**src/rtl/tmr_opt_pkg.sv**
```systemverilog
package tmr_opt_pkg;
  localparam int REG_W  = 8;
  localparam int CNT_W  = 16;
  localparam int MODE_W = 3;
  localparam int NUM_CH = 2;
  localparam int IDX_W  = $clog2(REG_W);

  localparam int FLAG_BIT = 0;
  localparam int SEL_LSB  = 4;

  localparam logic [MODE_W-1:0] MODE_FREERUN = 3'b101;
  localparam logic [MODE_W-1:0] MODE_PWIDTH  = 3'b110;

  localparam logic [REG_W-1:0] FLAG_MASK = REG_W'(1) << FLAG_BIT;
  localparam logic [REG_W-1:0] SEL_MASK  = REG_W'((1 << NUM_CH) - 1) << SEL_LSB;
endpackage

```
**src/rtl/tmr_wrap_detect.sv**
```systemverilog
module tmr_wrap_detect #(
  parameter int CNT_W = 16
) (
  input  logic             clk,
  input  logic             rst_n,
  input  logic             cnt_en,
  input  logic             mode_ok,
  input  logic [CNT_W-1:0] count,
  output logic             wrap
);
  localparam logic [CNT_W-1:0] CNT_MAX = '1;

  logic [CNT_W-1:0] prev_cnt;

  always_ff @(posedge clk or negedge rst_n) begin
    if (!rst_n) prev_cnt <= '0;
    else        prev_cnt <= count;
  end

  assign wrap = cnt_en && mode_ok && (prev_cnt == CNT_MAX) && (count == '0);
endmodule

```
**src/rtl/tmr_ovf_flag.sv**
```systemverilog
module tmr_ovf_flag (
  input  logic clk,
  input  logic rst_n,
  input  logic cnt_en,
  input  logic wrap,
  input  logic sw_clr,
  output logic flag,
  output logic irq
);
  logic flag_nx;

  always_comb begin
    flag_nx = flag;
    if (!cnt_en)     flag_nx = 1'b0;
    else if (wrap)   flag_nx = 1'b1;
    else if (sw_clr) flag_nx = 1'b0;
  end

  always_ff @(posedge clk or negedge rst_n) begin
    if (!rst_n) begin
      flag <= 1'b0;
      irq  <= 1'b0;
    end else begin
      flag <= flag_nx;
      irq  <= wrap;
    end
  end
endmodule

```
**src/rtl/tmr_ccsel.sv**
```systemverilog
module tmr_ccsel #(
  parameter int NUM_CH = 2
) (
  input  logic              clk,
  input  logic              rst_n,
  input  logic              cnt_en,
  input  logic              freerun,
  input  logic [NUM_CH-1:0] wr_hit,
  input  logic [NUM_CH-1:0] wr_val,
  output logic [NUM_CH-1:0] sel_raw,
  output logic [NUM_CH-1:0] ch_capture
);
  for (genvar i = 0; i < NUM_CH; i++) begin : g_ch
    always_ff @(posedge clk or negedge rst_n) begin
      if (!rst_n)                    sel_raw[i] <= 1'b0;
      else if (!cnt_en && wr_hit[i]) sel_raw[i] <= wr_val[i];
    end
    assign ch_capture[i] = freerun & sel_raw[i];
  end
endmodule

```
**src/rtl/tmr_optreg.sv**
```systemverilog
module tmr_optreg
  import tmr_opt_pkg::*;
#(
  parameter int CW = CNT_W
) (
  input  logic              clk,
  input  logic              rst_n,
  input  logic              wr_en,
  input  logic [REG_W-1:0]  wr_data,
  input  logic              bit_wr_en,
  input  logic [IDX_W-1:0]  bit_wr_idx,
  input  logic              bit_wr_val,
  input  logic              rd_en,
  output logic [REG_W-1:0]  rd_data,
  input  logic              cnt_en,
  input  logic [MODE_W-1:0] mode,
  input  logic [CW-1:0]     count,
  output logic [NUM_CH-1:0] ch_capture,
  output logic              ovf_flag,
  output logic              ovf_irq
);
  localparam logic [IDX_W-1:0] FLAG_IDX = IDX_W'(FLAG_BIT);

  logic              freerun;
  logic              mode_ok;
  logic              wrap;
  logic              sw_clr;
  logic              byte_flag;
  logic [NUM_CH-1:0] byte_sel;
  logic [NUM_CH-1:0] sel_hit;
  logic [NUM_CH-1:0] sel_val;
  logic [NUM_CH-1:0] sel_raw;

  assign freerun = (mode == MODE_FREERUN);
  assign mode_ok = freerun || (mode == MODE_PWIDTH);

  // Only the kept fields of a byte write are extracted; reserved bits drop out.
  assign byte_flag = |(wr_data & FLAG_MASK);
  assign byte_sel  = NUM_CH'((wr_data & SEL_MASK) >> SEL_LSB);

  // Byte strobe has priority over the single-bit strobe.
  assign sw_clr = wr_en ? !byte_flag
                        : (bit_wr_en && (bit_wr_idx == FLAG_IDX) && !bit_wr_val);

  for (genvar i = 0; i < NUM_CH; i++) begin : g_dec
    localparam logic [IDX_W-1:0] SEL_IDX = IDX_W'(SEL_LSB + i);
    assign sel_hit[i] = wr_en || (bit_wr_en && (bit_wr_idx == SEL_IDX));
    assign sel_val[i] = wr_en ? byte_sel[i] : bit_wr_val;
  end

  tmr_wrap_detect #(.CNT_W(CW)) u_wrap (
    .clk     (clk),
    .rst_n   (rst_n),
    .cnt_en  (cnt_en),
    .mode_ok (mode_ok),
    .count   (count),
    .wrap    (wrap)
  );

  tmr_ovf_flag u_flag (
    .clk    (clk),
    .rst_n  (rst_n),
    .cnt_en (cnt_en),
    .wrap   (wrap),
    .sw_clr (sw_clr),
    .flag   (ovf_flag),
    .irq    (ovf_irq)
  );

  tmr_ccsel #(.NUM_CH(NUM_CH)) u_sel (
    .clk        (clk),
    .rst_n      (rst_n),
    .cnt_en     (cnt_en),
    .freerun    (freerun),
    .wr_hit     (sel_hit),
    .wr_val     (sel_val),
    .sel_raw    (sel_raw),
    .ch_capture (ch_capture)
  );

  always_comb begin
    rd_data = '0;
    if (rd_en) begin
      rd_data[FLAG_BIT] = ovf_flag;
      rd_data[SEL_LSB +: NUM_CH] = sel_raw;
    end
  end
endmodule

```
**config.mk**
```make
export PLATFORM = sky130hd
export DESIGN_NAME = tmr_optreg
export DESIGN_NICKNAME = d
export VERILOG_FILES = /design/src/rtl/tmr_opt_pkg.sv /design/src/rtl/tmr_wrap_detect.sv /design/src/rtl/tmr_ovf_flag.sv /design/src/rtl/tmr_ccsel.sv /design/src/rtl/tmr_optreg.sv
export SDC_FILE = /design/constraint.sdc
export NUM_CORES = 1
export LEC_CHECK = 0
export ABC_AREA = 1
export BUFFER_PORTS_ARGS = -buffer_cell sky130_fd_sc_hd__buf_2
export CORE_MARGIN = 2
export CORE_UTILIZATION = 40
export DETAILED_ROUTE_END_ITERATION = 8
export GPL_ROUTABILITY_DRIVEN = 0
export PLACE_DENSITY = 0.73
export REMOVE_ABC_BUFFERS = 1
export SYNTH_ARGS = -nofsm -noshare
export SYNTH_HDL_FRONTEND = slang
export SYNTH_HIERARCHICAL = 1
export SYNTH_SLANG_ARGS = --single-unit
```
**constraint.sdc**
```tcl
create_clock -name clk -period 2.2 [get_ports clk]
set_input_delay 0.44 -clock clk [delete_from_list [all_inputs] [get_ports clk]]
set_output_delay 0.44 -clock clk [all_outputs]
set_load 0.02 [all_outputs]
```
==> results.toml <==
[placement]
io_buffers = 38
pre_cts_ws_ns = 0.774
post-dp-hpwl_um = 1230
dp_cells = 174

[worst_setup_path]
critPathTopFamily = "buffers and inverters"
max_stage_delay_ns = 0.15
cp_data_required_time_ns = 1.76
crit_buf_inv = 3
worstPathArrival_ns = 0.96
path_max_fanout = 2
crit_path_cell_trace = "buf_2 > nand2_1 > nor2_1 > nand2_1 > inv_1 > buf_2"
crit_path_end_kind = "output pin"
crit_path_top_delay_cell = "buf_2"
cp-start-kind = "primary input"
critical_path_class = "in2out"

[power_and_ir_drop]
swShare_pct = 23.4
p_switching_w = 0.000161
pwr-share-clk_pct = 28.9
worst_ir_drop_vdd_uv = 432
p_seq_share_pct = 57.6
power.leakage_nw = 0.675
p_comb_share_pct = 13.5
p_int_w = 0.000525
powerDensity_nw_per_um2 = 614

[die]
ios = 49
fp.dieW_um = 50.9
initial_utilization_pct = 43.4
core_area_um2 = 2020
die_h_um = 50.9
rows = 16
die_area_um2 = 2590

[flow_run]
cap_violations = 0

[logic_synthesis]
yosysTopAreaCell = "dfrtp_1"
synth_area_um2 = 878
synth_top_family_by_area = "simple AND/OR/NAND/NOR gates"
ys_seq_area_share_pct = 57.0
synth_compound_area_share_pct = 1.57
synthSimpleGateAreaFrac_pct = 29.1
synth_cells = 110
async_reset_ff_share_pct = 100
synth_common_cells = "38 x nand2_1, 20 x dfrtp_1, 18 x nor2_1, 16 x inv_1"
synthXorXnorAreaFrac_pct = 0
synth_area_leaders = "dfrtp_1 57%, nand2_1 16%, nor2_1 7.7%, inv_1 6.8%, buf_4 4.3%"
synth-edff-count = 0
synth_top_area_share_pct = 57.0
yosysUniqueCellTypes = 13
synthMuxAreaShare_pct = 0
synth-seq-cells = 20
ys_warn_count = 6
synth_fa_ha_area_share_pct = 0
synth-main-ff-cell = "dfrtp_1"
synth.most_common_cell = "nand2_1"
avgSynthCellArea_um2 = 7.98

[sta]
min_period_ns = 1.40
fin_ws_ns = 0.798
max_freq_mhz = 714
setup_tns_ns = 0
skew_ns = 0.00374
rsz0062_at_grt = "no"
hold_violations = 0
setup_viol = 0
period_share_pct = 63.7
drv_slew = 0
finalHoldWorstSlack_ns = 0.0676

[cts]
post_cts_resized = 0
cts_setup_buffers = 0
cts_tree = "built"
cts_buffers = 3
clk_path_buf_depth = 2
cts_sinks = 20
cts.clk_slew.worst_paths_ns = 0.10
clk_latency_ns = 0.28
htreeDepth = 1
cts_root_buf = "clkbuf_4"
hold_buffers = 0

[status]
status = "completed"

[worst_hold_path]
hp-class = "in2async"

[layout]
layout-drive-gt1-share_pct = 29.8
area_growth_pct = 27.1
final_nets = 189
fin_util_pct = 55.2
diodes = 0
stdcell_count = 178

[drt]
via_per_inst = 4.11
totalWireLength_um = 1450
routed-via-count = 732
antenna_left = 0
wl_per_cell_um = 8.14
drc = 0
drt_iter0_drc = 2
dr.pass1.iters = 4

[global_route]
antenna_found_initial = 0
grt_pass1_wl_um = 2510
grt_usage_pct = 13.1
gr-total-overflow = 0
grt_pass1_vias = 647
grt_start_max_net_pins = 21
==> cell type report <==
type / instances / area (um2)
fill: 197 / 906
tap: 27 / 33.8
clock buffer: 4 / 36.3
inverter: 18 / 67.6
sequential: 20 / 500
timing repair buffer: 38 / 190
multi-input combinational: 71 / 288
==> power by group through the flow <==
stage | logic, W | clock network [W] | registers, W
floorplan | 0.0000441 | 0 | 0.000401
global placement | 0.0000904 | 0 | 0.000402
detailed placement | 0.0000936 | 0 | 0.000402
CTS | 0.0000939 | 0.000207 | 0.000395
global route | 0.000108 | 0.000229 | 0.000398
finish | 0.0000925 | 0.000198 | 0.000395
==> worst reg2reg max path, cell delays in order, from the launching register on <==
cell     delay, ns
dfrtp_1       0.34
nand2_1       0.04
inv_1         0.04
nand2_1       0.04
nor2_1        0.11
nand3_1       0.07
nor2_1        0.12
inv_1         0.07
a21oi_2       0.12
==> worst paths after layout <==
kind	start	to	slack, ns	cells after the start
worst max-delay path	mode[0]	ch_capture[1]	0.80	6
worst min-delay path	rst_n	u_wrap/prev_cnt[9]$_DFF_PN0_	0.07	1
worst max register to register	u_wrap/prev_cnt[12]$_DFF_PN0_	u_flag/flag$_DFFE_PN0P_	1.18	8
worst min register to register	u_sel/sel_raw[1]$_DFFE_PN0P_	u_sel/sel_raw[1]$_DFFE_PN0P_	0.51	2
max in group asynchronous	rst_n	u_wrap/prev_cnt[3]$_DFF_PN0_	1.84	1
min in group clk	count[11]	u_wrap/prev_cnt[11]$_DFF_PN0_	0.27	1
==> flip-flops by register name (all words and copies together), names as in the netlist <==
register and count:
u_flag/flag 1, u_flag/irq 1, u_sel/sel_raw 2, u_wrap/prev_cnt 16
==> kinds of logic (layout without fill, tap and decap cells) <==
kind of cell,after synthesis,in the layout
other,1,5
and+or+nand+nor,64,64
AOI/OAI and AO/OA,2,2
buffers and inverters,23,60
DFF,20,20
==> cells in the final DEF (no fill, tap or decap) <==
cell type  synthesis  layout
conb_1             1       5
inv_1             16      16
buf_2              0      38
o21ai_0            1       1
nand4_1            1       1
inv_2              2       2
dfrtp_1           20      20
a21oi_2            1       1
nand3b_1           1       1
nand3_1            5       5
clkbuf_4           0       3
nor2_1            18      18
clkbuf_8           0       1
or2_1              1       1
nand2_1           38      38
==> layer usage <==
metal,vias up,GRT usage [%],routed length [um]
met2,23,23.2,782
met4,0,6.76,8
met3,2,1.75,88
met1,314,15.5,569
met5,-,0,0
li1,393,-,-
==> per-stage QoR <==
stage / power (W) / instance area, um2
6_report: 0.000686 / 1120
5_1_grt: 0.000735 / 1120
4_1_cts: 0.000696 / 1120
3_5_place_dp: 0.000496 / 1080
3_3_place_gp: 0.000492 / 1080
2_1_floorplan: 0.000445 / 856
Note: power is estimated with default switching activity, not from simulation.
